File: src/rtl/thermtrip_pkg.sv
package thermtrip_pkg;
    localparam int TEMP_W  = 8;
    localparam int OFF_W   = 6;
    localparam int TJ_LSB  = 16;
    localparam int OFF_LSB = 24;
    localparam logic [31:0] CFG_MASK = 32'h3FFF_0000;

    typedef enum logic [1:0] {
        ST_NORMAL   = 2'd0,
        ST_THROTTLE = 2'd1,
        ST_MODULATE = 2'd2
    } trip_state_e;
endpackage

File: src/rtl/thermtrip_cfg.sv
module thermtrip_cfg
    import thermtrip_pkg::*;
#(
    parameter int TJMAX_RST = 100
) (
    input  logic              clk,
    input  logic              rst_n,
    input  logic              wr_en,
    input  logic [31:0]       wr_data,
    output logic [31:0]       rd_data,
    output logic [TEMP_W-1:0] threshold
);
    logic [TEMP_W-1:0] tj_q;
    logic [OFF_W-1:0]  off_q;
    logic [TEMP_W-1:0] off_ext;

    always_ff @(posedge clk) begin
        if (!rst_n) begin
            tj_q  <= TEMP_W'(TJMAX_RST);
            off_q <= '0;
        end else if (wr_en) begin
            tj_q  <= wr_data[TJ_LSB +: TEMP_W];
            off_q <= wr_data[OFF_LSB +: OFF_W];
        end
    end

    always_comb begin
        off_ext   = {{(TEMP_W-OFF_W){1'b0}}, off_q};
        threshold = (off_ext > tj_q) ? '0 : (tj_q - off_ext);
        rd_data   = '0;
        rd_data[TJ_LSB +: TEMP_W] = tj_q;
        rd_data[OFF_LSB +: OFF_W] = off_q;
    end


    wr_readback_chk: assert property (@(posedge clk) disable iff (!rst_n)
        wr_en |=> rd_data == ($past(wr_data) & CFG_MASK));
endmodule

File: src/rtl/thermtrip_fsm.sv
module thermtrip_fsm
    import thermtrip_pkg::*;
#(
    parameter int TIMEOUT = 64
) (
    input  logic              clk,
    input  logic              rst_n,
    input  logic              temp_valid,
    input  logic [TEMP_W-1:0] temp_in,
    input  logic [TEMP_W-1:0] threshold,
    output logic              throttle_active,
    output logic              clkmod_req
);
    localparam int TIMER_W = (TIMEOUT < 2) ? 1 : $clog2(TIMEOUT);

    trip_state_e       state_q, state_d;
    logic [TIMER_W-1:0] timer_q;
    logic              below_q;
    logic              hot, cool_done, expired;

    assign hot       = temp_in >= threshold;
    assign cool_done = temp_valid && !hot && below_q;
    assign expired   = timer_q == TIMER_W'(TIMEOUT - 1);

    always_ff @(posedge clk) begin
        if (!rst_n) state_q <= ST_NORMAL;
        else        state_q <= state_d;
    end

    always_comb begin
        state_d = state_q;
        unique case (state_q)
            ST_NORMAL:   if (temp_valid && hot) state_d = ST_THROTTLE;
            ST_THROTTLE: if (cool_done)         state_d = ST_NORMAL;
                         else if (expired)      state_d = ST_MODULATE;
            ST_MODULATE: if (cool_done)         state_d = ST_NORMAL;
            default:                            state_d = ST_NORMAL;
        endcase
    end

    always_ff @(posedge clk) begin
        if (!rst_n) begin
            timer_q <= '0;
            below_q <= 1'b0;
        end else begin
            if (state_q == ST_THROTTLE && state_d == ST_THROTTLE)
                timer_q <= timer_q + TIMER_W'(1);
            else
                timer_q <= '0;
            if (state_d == ST_NORMAL) below_q <= 1'b0;
            else if (temp_valid)      below_q <= !hot;
        end
    end

    always_comb begin
        throttle_active = state_q != ST_NORMAL;
        clkmod_req      = state_q == ST_MODULATE;
    end


    trip_start_chk: assert property (@(posedge clk) disable iff (!rst_n)
        (state_q == ST_NORMAL && temp_valid && temp_in >= threshold) |=> throttle_active);

    idle_hold_chk: assert property (@(posedge clk) disable iff (!rst_n)
        (!temp_valid && state_q != ST_THROTTLE) |=> $stable(state_q));

    recover_cause_chk: assert property (@(posedge clk) disable iff (!rst_n)
        $fell(throttle_active) |-> $past(temp_valid && below_q && temp_in < threshold));

    escalate_path_chk: assert property (@(posedge clk) disable iff (!rst_n)
        $rose(clkmod_req) |-> $past(state_q == ST_THROTTLE && expired));

    mod_needs_event_chk: assert property (@(posedge clk) disable iff (!rst_n)
        clkmod_req |-> throttle_active);
endmodule

File: src/rtl/thermtrip_ctrl.sv
module thermtrip_ctrl
    import thermtrip_pkg::*;
#(
    parameter int TJMAX_RST = 100,
    parameter int TIMEOUT   = 64
) (
    input  logic        clk,
    input  logic        rst_n,
    input  logic        cfg_wr_en,
    input  logic [31:0] cfg_wr_data,
    output logic [31:0] cfg_rd_data,
    input  logic        temp_valid,
    input  logic [7:0]  temp_in,
    output logic        throttle_active,
    output logic        clkmod_req
);
    logic [TEMP_W-1:0] threshold;

    thermtrip_cfg #(.TJMAX_RST(TJMAX_RST)) u_cfg (
        .clk       (clk),
        .rst_n     (rst_n),
        .wr_en     (cfg_wr_en),
        .wr_data   (cfg_wr_data),
        .rd_data   (cfg_rd_data),
        .threshold (threshold)
    );

    thermtrip_fsm #(.TIMEOUT(TIMEOUT)) u_fsm (
        .clk             (clk),
        .rst_n           (rst_n),
        .temp_valid      (temp_valid),
        .temp_in         (temp_in),
        .threshold       (threshold),
        .throttle_active (throttle_active),
        .clkmod_req      (clkmod_req)
    );


    reset_quiet_chk: assert property (@(posedge clk)
        !rst_n |=> (!throttle_active && !clkmod_req));
endmodule

File: config.mk
export PLATFORM = sky130hd
export DESIGN_NAME = thermtrip_ctrl
export DESIGN_NICKNAME = d
export VERILOG_FILES = /design/src/rtl/thermtrip_pkg.sv /design/src/rtl/thermtrip_cfg.sv /design/src/rtl/thermtrip_fsm.sv /design/src/rtl/thermtrip_ctrl.sv
export SDC_FILE = /design/constraint.sdc
export NUM_CORES = 1
export LEC_CHECK = 0
export CORE_UTILIZATION = 44
export DETAILED_ROUTE_END_ITERATION = 10
export HOLD_SLACK_MARGIN = 0.05
export MAX_ROUTING_LAYER = met4
export PLACE_DENSITY = 0.86
export SLEW_MARGIN = 20
export SYNTH_ARGS = -nofsm -noshare
export SYNTH_HDL_FRONTEND = slang
export SYNTH_SLANG_ARGS = --single-unit
export TNS_END_PERCENT = 1
File: constraint.sdc
create_clock -name clk -period 7.2 [get_ports clk]
set_clock_uncertainty 0.1 [all_clocks]
set_input_delay 1.8 -clock clk [delete_from_list [all_inputs] [get_ports clk]]
set_output_delay 1.8 -clock clk [all_outputs]
set_load 0.02 [all_outputs]
======== Word level (Yosys, flattened, before mapping) ========
Cells that the tools add are included.
word-level totals
  register bits after elaboration ......... 23
  logic and storage cells ................. 30
cells by class
  add/subtract/negate cells ............... 2
  order comparisons ....................... 2
  equality and inequality tests ........... 4
  multiplexer cells ....................... 6
  bitwise operators ....................... 1
  reduce and logical (&&, ||, !) cells .... 10
operator list
  kind                 number
  $ge 8x8->1           1
  $gt 6x8->1           1
  $mux 2               4
  $mux 8               1
  $sub 8x6->8          1
  $add 6x1->6 const B  1
  $eq 6x6->1 const B   1
  $pmux 2 s3           1
  $eq 2x1->1 const B   2
  $logic_and 1x1->1    4
  $logic_not 2->1      2
  $eq 2x2->1 const B   1
  $reduce_and 2->1     1
  $reduce_bool 2->1    1
  $reduce_or 2->1      1
  $logic_not 1->1      1
  $not 1->1            1

======== Depth between registers and ports, before layout ========
Gate-level depths: netlist (run 1).
  depth after elaboration ................. 11
  mapped depth ............................ 12
  gate-level depth less buffers ........... 12

======== Cells and area by module ========
Synthesis (run 1) repeated with hierarchy kept, for this count alone.
unflattened totals
  cell total of the unflattened synthesis .. 186
  area, all modules ....................... 1,639.1 µm²
modules (own cells, without submodules)
  module         times used  cells each  area an instance (µm²)  seq. area each (µm²)
  thermtrip_cfg  1           116         1,023.5                 280.3
  thermtrip_fsm  1           70          615.6                   180.2

======== Worst setup path after synthesis (run 1) ========
Ideal clock, no wire load.
  path type ............................... input -> register
  start ................................... input temp_in[2]
  end ..................................... register u_fsm.state_q[0]
  library setup time ...................... 0.144 ns
  arrival time ............................ 2.853 ns
  setup slack ............................. 4.102 ns
  stages .................................. 5
  cells stage by stage .................... ha_1 -> a211oi_1 -> o21ai_1 -> a211oi_4 -> a2111oi_1
on the way
  cells in the longest elaborated chain, start to end .. 6
RTL lines
  item                             RTL line                                  text
  start, declared                  thermtrip_ctrl.sv:13                      input logic [7:0] temp_in,
  $ge 8x8->1 *                     thermtrip_fsm.sv:21                       assign hot = temp_in >= threshold;
  $logic_not 1->1                  thermtrip_fsm.sv:22                       assign cool_done = temp_valid && !hot && below_q;
  $logic_and 1x1->1 (2 in series)  thermtrip_fsm.sv:22
  $mux 2 (on tied branches)        thermtrip_fsm.sv:36, thermtrip_fsm.sv:34
  $pmux 2 s3 *                     thermtrip_fsm.sv:32                       unique case (state_q)
  end signal, assigned             thermtrip_fsm.sv:27                       else state_q <= state_d;
  end, declared                    thermtrip_fsm.sv:16                       trip_state_e state_q, state_d;
Mark *: on every way between the ends. The rest lies on a longest branch, timed or not.
A chain may end at the register's enable or synchronous reset.

======== Worst setup path after layout (run 1) ========
  start ................................... register u_fsm.state_q[1]
  end ..................................... output clkmod_req
on the way
  cells in the longest elaborated chain, start to end .. 1
RTL lines
  item           RTL line              text
  $eq 2x2->1     thermtrip_fsm.sv:57   clkmod_req = state_q == ST_MODULATE;
  end, declared  thermtrip_ctrl.sv:15  output logic clkmod_req
No other way between the ends.

==> results of run 1 <==
-- how the worst min path moves through the flow --
stage | start | to | depth (start not counted) | slack (ns)
2_1_floorplan | u_fsm.state_q[1]$_SDFF_PN0_ | u_fsm.state_q[0]$_SDFF_PN0_ | 1 | 0.32
3_3_place_gp | u_fsm.state_q[1]$_SDFF_PN0_ | u_fsm.state_q[0]$_SDFF_PN0_ | 1 | 0.34
3_5_place_dp | u_fsm.state_q[1]$_SDFF_PN0_ | u_fsm.state_q[0]$_SDFF_PN0_ | 1 | 0.35
4_1_cts | u_fsm.state_q[1]$_SDFF_PN0_ | u_fsm.state_q[0]$_SDFF_PN0_ | 1 | 0.37
5_1_grt | u_fsm.state_q[1]$_SDFF_PN0_ | u_fsm.state_q[0]$_SDFF_PN0_ | 1 | 0.40
6_report | u_fsm.state_q[1]$_SDFF_PN0_ | u_fsm.state_q[0]$_SDFF_PN0_ | 1 | 0.37
-- per-layer routing --
| metal | global-route usage | wire length, um | vias to the layer above |
|---|---|---|---|
| li1 | - | - | 677 |
| met1 | 0.208 | 1430 | 611 |
| met2 | 0.288 | 1450 | 47 |
| met3 | 0.0257 | 144 | 5 |
| met4 | 0.0785 | 57 | 0 |
| met5 | - | 0 | - |
-- cell type report --
cell class	instances	area share
Timing Repair Buffer	41	0.206
Tap cell	46	0.0288
Sequential cell	23	0.231
Multi-Input combinational cell	140	0.501
Clock buffer	3	0.0113
Clock inverter	1	0.00251
Inverter	11	0.0207
-- layout by cell type, fill, tap and decap left out, drive strengths merged, types with 2 or more instances in the layout --
cell | synthesis | routed
inv | 11 | 11
clkbuf | 2 | 3
a211oi | 9 | 9
a21o | 2 | 2
nand3 | 9 | 9
ha | 15 | 15
xor2 | 2 | 2
nor2 | 16 | 16
o21ai | 7 | 7
o21a | 2 | 2
dfxtp | 23 | 23
and2b | 2 | 2
nor2b | 6 | 6
conb | 1 | 18
a21oi | 3 | 3
nand2 | 8 | 8
clkdlybuf4s50 | 0 | 41
nor3b | 3 | 3
mux2i | 17 | 17
xnor2 | 3 | 3
-- sequential cells by signal, indices dropped and copies added (netlist names) --
signal	flops
u_fsm.state_q	2
u_cfg.tj_q	8
u_fsm.timer_q	6
u_cfg.off_q	6
u_fsm.below_q	1
-- Yosys cell counts, drive strengths merged --
library cell  instances  area, um^2
conb                  1        3.75
nor3                  1        5.00
a41oi                 1        8.76
o2111ai               1        8.76
mux2                  1        11.3
mux2i                17         170
fa                    1        20.0
nand3b                1        7.51
dfxtp                23         460
a21o                  2        15.0
nand2b                1        6.26
and2b                 2        16.3
xnor2                 3        26.3
xor2                  2        17.5
o21ai                 7        35.0
buf                  20         145
nand2                 8        30.0
nor2b                 6        37.5
nand3                 9        45.0
nor2                 16        60.1
o21a                  2        15.0
or2                   1        6.26
a2111oi               1        10.0
and3                  1        6.26
a31oi                 1        6.26
o31a                  1        8.76
a22oi                 1        7.51
inv                  11        41.3
and2                  1        6.26
nand4                 1        6.26
a21oi                 3        15.0
a211oi                9        80.1
nor3b                 3        22.5
o32ai                 1        16.3
or3                   1        6.26
clkbuf                2        7.51
or4                   1        11.3
ha                   15         188
-- where the power goes --
group	switching, mW	internal, mW
clock	0.0397	0.0208
combinational	0.0589	0.0535
sequential	0.00609	0.133
total	0.105	0.208
-- worst register-to-register path, delay by kind of cell, from the launching register on --
family          cells  cell delay [ns]
buf+inv             1             0.05
compound gates      5             1.17
flops               1             0.37
simple gates        3             0.50
fa+ha+maj           3             0.92
-- cells by family after synthesis --
family,Yosys count,synth area share
simple gates,53,0.172
mux,18,0.114
flops,23,0.290
other cells,1,0.00236
compound gates,30,0.142
xor+xnor,5,0.0275
fa+ha+maj,16,0.131
buf+inv,33,0.122
-- per-stage QoR --
step	utilization	hold slack (ns)	instance area, um^2	cells
after floorplan	-	0.320	1650	196
after global placement	0.581	0.336	1970	261
after detailed placement	0.581	0.351	1970	261
after CTS	0.589	0.370	2000	265
after global routing	0.589	0.399	2000	265
final	0.589	0.373	2000	265
==> impl_metrics.tcl, run 1 <==
set metrics [dict create \
    crit_chain "nor2b_1, clkdlybuf4s50_1" \
    postCtsSetupBuffers 0 \
    slowest_delay_ns 0.64 \
    report.final.slew_viol_count 0 \
    path_depth 2 \
    ys_ff_latch 23 \
    antenna_found_initial 0 \
    cts_made_buffers 3 \
    timing.fmax_ghz 0.287 \
    fin_nets 280 \
    cp-startpoint "u_fsm.state_q[1]$_SDFF_PN0_" \
    route.detailed.drc 0 \
    cts_resized 0 \
    dp_hpwl_um 2450 \
    multiInputGateArea_um2 1000 \
    tritoncts "done" \
    die_area_um2 3860 \
    leakage_nw 0.850 \
    vias_per_cell 5.06 \
    criticalPathCategory "register to primary output" \
    io_pins 78 \
    grt_pass1_wl_um 5260 \
    cts_max_level 1 \
    die_height_um 62.1 \
    avgRoutedWirePerCell_um 11.6 \
    crit_path_end_kind "primary output" \
    synthCells 179 \
    path_buf_inv 1 \
    synthDistinctLibCells 42 \
    cp.arrival_ns 1.58 \
    start_util 0.469 \
    gp_congestion 0.817 \
    syn_area_um2 1590 \
    rr_worst_depth 12 \
    fin_crit_ns 3.48 \
    drtIter0Drc 34 \
    overflow 0 \
    clock_latency_ns 0.32 \
    rsz0062_at_grt "false" \
    r2r_start "u_cfg.tj_q[0]$_SDFFE_PN0P_" \
    crit_path_end "clkmod_req" \
    ant_nets 0 \
    critPathTopFamily "buffers and inverters" \
    setup_viol 0 \
    yosysWarnings 0 \
    synth.avg_cell_area_um2 8.88 \
    fill_cells 317 \
    grt_usage 0.174 \
    peakVddDrop_mv 0.0958 \
    worst_pin_slew_ns 0.872 \
    layout_setup_ws_ns 3.72 \
    drive_above_1_share 0.0457 \
    dr.pass1.iters 4 \
    routed_wl_um 3080 \
    min-delay-path-class "register to register" \
    grt_max_degree 15 \
    pre_cts_slack_ns 3.49 \
    clk_pin_slew_worst_paths_ns 0.13 \
    cts_root_buf "clkbuf_4" \
    power_density_nw_per_um2 156 \
    fin_crit_sh 0.483 \
    register_area_um2 460 \
    worst_setup_path_start_kind "register" \
    area_delta_synth_final_pct 25.6 \
    cp_max_fo 4 \
    tns_ns 0 \
    status "complete, no violations" \
    coreArea_um2 3390 \
    via_count 1340 \
    cp_slowest_cell "clkdlybuf4s50_1" \
    finalPower_uw 312 \
    portBuffers 41 \
    r2r-end "u_fsm.state_q[1]$_SDFF_PN0_" \
    cp_data_required_time_ns 5.30 \
    maxCapViolations 0 \
    die_w_um 62.1 \
    ctsLongestPathBuffers 2 \
    relSlewSlack 0.417 \
    cts_sinks 23 \
    n_antenna_cell 0 \
    hold_buffers 0 \
    grt_pass1_vias 1217 \
    floorplan.rows 21 \
    hold_violations 0 \
    rrSetupSlack_ns 3.96 \
    yosysSeqAreaShare 0.290 \
]
No activity file was read; power rests on OpenSTA's default activity.
==> run 2: changes to the inputs <==
- CORE_UTILIZATION: 44 -> 37
- PLACE_DENSITY: 0.86 -> 0.77
- clock period: 7.2 -> 3.06 ns (I/O delays scaled with it)
==> run 2 against run 1 <==
Cell count up 4.2%. Sequential share of layout area down 1.4 points. Routed wire length up 6.4%. Sequential cell count unchanged. Largest cell class unchanged.
==> impl_metrics.tcl, run 2 (synthesis results as in run 1) <==
set metrics [dict create \
    maxCapViolations 0 \
    die_w_um 67.6 \
    grt_pass1_vias 1251 \
    tns_ns 0 \
    antenna_found_initial 0 \
    grt_pass1_wl_um 5500 \
    combPwrFrac 0.365 \
    cts_root_buf "clkbuf_8" \
    regMostFlops "u_cfg.tj_q" \
    p_clk_frac 0.240 \
    fin_crit_ns 2.88 \
    area_delta_synth_final_pct 33.8 \
    crit_path_end_kind "register" \
    crit_path_end "u_fsm.state_q[1]$_SDFF_PN0_" \
    die_height_um 67.6 \
    grt_max_degree 15 \
    largest_register_ffs 8 \
    dr.pass1.iters 4 \
    min-delay-path-class "register to register" \
    vias_per_cell 5.00 \
    layout_common_cells "41 x clkdlybuf4s50_1, 22 x dfxtp_1, 18 x conb_1" \
    r2r_start "u_cfg.off_q[3]$_SDFFE_PN0P_" \
    layout_commonest_cell "clkdlybuf4s50_1" \
    via_count 1379 \
    cts_max_level 1 \
    n_antenna_cell 0 \
    power.net_switching_uw 275 \
    status "complete, no violations" \
    cp_max_fo 9 \
    worst_setup_path_start_kind "register" \
    cts_sinks 23 \
    criticalPathCategory "register to register" \
    hold_violations 0 \
    fin_crit_sh 0.940 \
    rr_worst_depth 12 \
    die_area_um2 4560 \
    avgRoutedWirePerCell_um 11.9 \
    seqPwrFrac 0.395 \
    cp-startpoint "u_cfg.off_q[3]$_SDFFE_PN0P_" \
    numPlacedInstances 270 \
    swShare 0.332 \
    ctsLongestPathBuffers 2 \
    routed_wl_um 3280 \
    drive_above_1_share 0.115 \
    peakVddDrop_mv 0.242 \
    fin_nets 287 \
    hold_buffers 0 \
    tritoncts "done" \
    internal_power_uw 554 \
    overflow 0 \
    gp_congestion 0.856 \
    cp.arrival_ns 2.92 \
    dp_hpwl_um 2500 \
    floorplan.rows 23 \
    drtIter0Drc 24 \
    power_density_nw_per_um2 390 \
    timing.fmax_ghz 0.348 \
    reg.largest.list "u_cfg.tj_q (8), u_cfg.off_q (6), u_fsm.timer_q (6)" \
    start_util 0.392 \
    clock_latency_ns 0.27 \
    cp_data_required_time_ns 3.11 \
    rrSetupSlack_ns 0.18 \
    cts_made_buffers 3 \
    ant_nets 0 \
    report.final.slew_viol_count 0 \
    leakage_nw 0.895 \
    clk_pin_slew_worst_paths_ns 0.09 \
    setup_viol 0 \
    instances_no_fill 276 \
    io_pins 78 \
    portBuffers 41 \
    r2r-end "u_fsm.state_q[1]$_SDFF_PN0_" \
    grt_usage 0.162 \
    coreArea_um2 4060 \
    route.detailed.drc 0 \
]
run 2: timing repair:
item | 4_1_cts | 5_1_grt
cloned | 0 | 0
buffers inserted | 0 | 2
pin swaps | 0 | 2
resized for setup | 2 | 10
setup endpoints to repair | 8 | 9
run 2: cell type report:
cell class                      count  area (um^2)
Multi-Input combinational cell    140         1050
Tap cell                           50         62.6
Clock buffer                        3         41.3
Fill cell                         388         1930
Sequential cell                    23          462
Clock inverter                      1         7.51
Inverter                           11         41.3
Timing Repair Buffer               48          467
run 2: power groups by stage:
stage	logic, mW	registers (mW)	clock network (mW)
2_1_floorplan	0.184	0.345	0
3_3_place_gp	0.270	0.334	0
3_5_place_dp	0.276	0.334	0
4_1_cts	0.281	0.328	0.203
5_1_grt	0.335	0.330	0.213
6_report	0.302	0.328	0.199
run 2: routing by layer:
layer / global-route usage / wire, um / vias to the layer above
met5: - / 0 / -
met2: 0.264 / 1550 / 54
met3: 0.0203 / 202 / 7
met1: 0.197 / 1460 / 630
met4: 0.0771 / 70 / 0
li1: - / - / 688
run 2: worst max-delay path, cell delays in order, from the launching register on:
cell and delay [ns]:
dfxtp_1 0.36, inv_1 0.05, ha_2 0.38, o21a_1 0.13, o31a_1 0.18, mux2_2 0.36
o21ai_2 0.16, ha_1 0.27, a211oi_2 0.18, nor2_1 0.10, a211oi_4 0.23, buf_6 0.17
a211oi_1 0.08
run 2: worst min-delay path by stage:
stage | from | end | slack, ns | depth (start not counted)
finish | u_fsm.state_q[1]$_SDFF_PN0_ | u_fsm.state_q[0]$_SDFF_PN0_ | 0.36 | 1
global route | u_fsm.state_q[1]$_SDFF_PN0_ | u_fsm.state_q[0]$_SDFF_PN0_ | 0.38 | 1
CTS | u_fsm.state_q[1]$_SDFF_PN0_ | u_fsm.state_q[0]$_SDFF_PN0_ | 0.35 | 1
detailed placement | u_fsm.state_q[1]$_SDFF_PN0_ | u_fsm.state_q[0]$_SDFF_PN0_ | 0.34 | 1
global placement | u_fsm.state_q[1]$_SDFF_PN0_ | u_fsm.state_q[0]$_SDFF_PN0_ | 0.33 | 1
floorplan | u_fsm.state_q[1]$_SDFF_PN0_ | u_fsm.state_q[0]$_SDFF_PN0_ | 0.32 | 1
run 2: stage by stage:
step	util	total power [mW]	worst slack [ns]	hold WS [ns]	area [um^2]
global placement	0.496	0.604	-0.0138	0.334	2010
finish	0.524	0.829	0.183	0.358	2130
floorplan	-	0.529	0.0820	0.320	1650
CTS	0.511	0.811	0.0179	0.352	2070
global route	0.524	0.879	-0.0154	0.385	2130
detailed placement	0.496	0.611	-0.0356	0.339	2010
==> run 3: changes to the inputs <==
- CORE_MARGIN: unset -> 2
- RECOVER_POWER: unset -> 25
==> run 3 against run 2 <==
Final area grew 0.59%. Combinational power rose by 4%. Worst hold slack improved by 0.014 ns. Non-clock buffer count did not move. Via count decreased by 2.1%. Total power is 0.66% higher. Critical path type unchanged. Highest routed layer unchanged.
==> impl_metrics.tcl, run 3 (synthesis results as in run 1) <==
set metrics [dict create \
    power_density_nw_per_um2 390 \
    cp.arrival_ns 3.01 \
    grt_busiest_layer "met2" \
    clock_latency_ns 0.27 \
    via_count 1350 \
    regMostFlops "u_cfg.tj_q" \
    portBuffers 41 \
    layout_commonest_cell "clkdlybuf4s50_1" \
    grt_pass1_wl_um 6020 \
    cts_max_level 1 \
    route.detailed.drc 0 \
    layout_common_cells "40 x clkdlybuf4s50_1, 22 x dfxtp_1, 18 x conb_1" \
    cts_root_buf "clkbuf_8" \
    rr_worst_depth 12 \
    die_area_um2 4840 \
    reg.largest.list "u_cfg.tj_q (8), u_cfg.off_q (6), u_fsm.timer_q (6)" \
    fin_nets 287 \
    avgRoutedWirePerCell_um 13.2 \
    min_path_cells 1 \
    grt_usage 0.154 \
    worst_pin_slew_ns 0.991 \
    drtIter0Drc 60 \
    area_delta_synth_final_pct 34.5 \
    start_util 0.392 \
    drive_above_1_share 0.119 \
    ctsLongestPathBuffers 2 \
    die_w_um 69.6 \
    grtUsageMet3 0.0160 \
    report.final.slew_viol_count 0 \
    timing.fmax_ghz 0.337 \
    routed_wl_um 3630 \
    numPlacedInstances 270 \
    floorplan.rows 23 \
    fin_crit_sh 0.971 \
    instances_no_fill 276 \
    power.net_switching_uw 278 \
    swShare 0.333 \
    rsz0062_at_grt "false" \
    fill_cells 358 \
    hold_violations 0 \
    coreArea_um2 4060 \
    n_antenna_cell 0 \
    setup_viol 0 \
    cp_max_fo 5 \
    cts_made_buffers 3 \
    criticalPathCategory "register to register" \
    gr-usage-met2 0.256 \
    die_height_um 69.6 \
    p_clk_frac 0.231 \
    internal_power_uw 556 \
    io_pins 78 \
    dp_hpwl_um 2520 \
    largest_register_ffs 8 \
    combPwrFrac 0.376 \
    seqPwrFrac 0.393 \
    min-delay-path-class "register to register" \
    tritoncts "done" \
    fin_crit_ns 2.97 \
    tns_ns 0 \
    antenna_found_initial 0 \
    status "complete, no violations" \
    maxCapViolations 0 \
    gp_congestion 0.867 \
    ant_nets 0 \
    dr.pass1.iters 4 \
    vias_per_cell 4.89 \
    grt_pass1_vias 1306 \
    leakage_nw 0.896 \
    cts_sinks 23 \
    overflow 0 \
    clk_pin_slew_worst_paths_ns 0.09 \
    relSlewSlack 0.339 \
    peakVddDrop_mv 0.173 \
    crit_path_end_kind "register" \
    worst_setup_path_start_kind "register" \
    grt_max_degree 15 \
    cp_data_required_time_ns 3.10 \
    hold_ws_ns 0.371 \
    grtUsageMet1 0.194 \
]
-- run 3: power groups by stage --
stage	combinational (mW)	sequential, mW	clock, mW
floorplan	0.184	0.345	0
finish	0.313	0.328	0.193
global placement	0.270	0.334	0
detailed placement	0.274	0.334	0
CTS	0.281	0.328	0.195
global route	0.344	0.331	0.207
-- run 3: path summary, 6_finish.rpt --
| check | from | to | slack [ns] |
|---|---|---|---|
| setup / recovery | u_cfg.off_q[3]$_SDFFE_PN0P_ | u_fsm.state_q[1]$_SDFF_PN0_ | 0.09 |
| hold / removal | u_fsm.state_q[1]$_SDFF_PN0_ | u_fsm.state_q[0]$_SDFF_PN0_ | 0.37 |
| setup reg to reg | u_cfg.off_q[3]$_SDFFE_PN0P_ | u_fsm.state_q[1]$_SDFF_PN0_ | 0.09 |
| hold reg to reg | u_fsm.state_q[1]$_SDFF_PN0_ | u_fsm.state_q[0]$_SDFF_PN0_ | 0.37 |
-- run 3: repair_timing --
item | 4_1_cts | 5_1_grt
pin swaps | 0 | 7
gates cloned | 0 | 1
setup endpoints to repair | 2 | 9
hold buffers | 0 | 0
resized for setup | 2 | 15
buffers inserted | 0 | 1
-- run 3: cell type report --
class	count	area (um^2)	share of cell area
flip-flops and latches	23	462	0.216
repair buffers	48	467	0.218
clock buffers	3	41.3	0.0193
multi-input cells	140	1060	0.496
clock inverters	1	5.00	0.00234
inverters	11	41.3	0.0193
well taps	50	62.6	0.0292
-- run 3: layer usage --
| metal | share of wire | wire length, um |
|---|---|---|
| met4 | 0.0094 | 34 |
| met5 | 0 | 0 |
| met2 | 0.51 | 1840 |
| met1 | 0.44 | 1600 |
| met3 | 0.043 | 155 |
-- run 3: critical path, stage by stage, from the launching register on --
cell	delay, ns
dfxtp_1	0.36
inv_1	0.05
ha_2	0.39
o21a_1	0.16
o31a_1	0.20
mux2_2	0.36
o21ai_1	0.20
ha_1	0.29
a211oi_2	0.19
nor2_1	0.09
a211oi_4	0.22
buf_6	0.16
a211oi_1	0.07
-- run 3: metrics by stage --
stage                     cell area (um^2)  total power [mW]  worst slack (ns)   util
after floorplan                       1650             0.529            0.0820      -
after global placement                2010             0.604           -0.0374  0.496
after detailed placement              2010             0.609           -0.0493  0.496
after CTS                             2070             0.803            0.0171  0.510
after global routing                  2140             0.883          0.000520  0.527
final                                 2140             0.834            0.0893  0.527
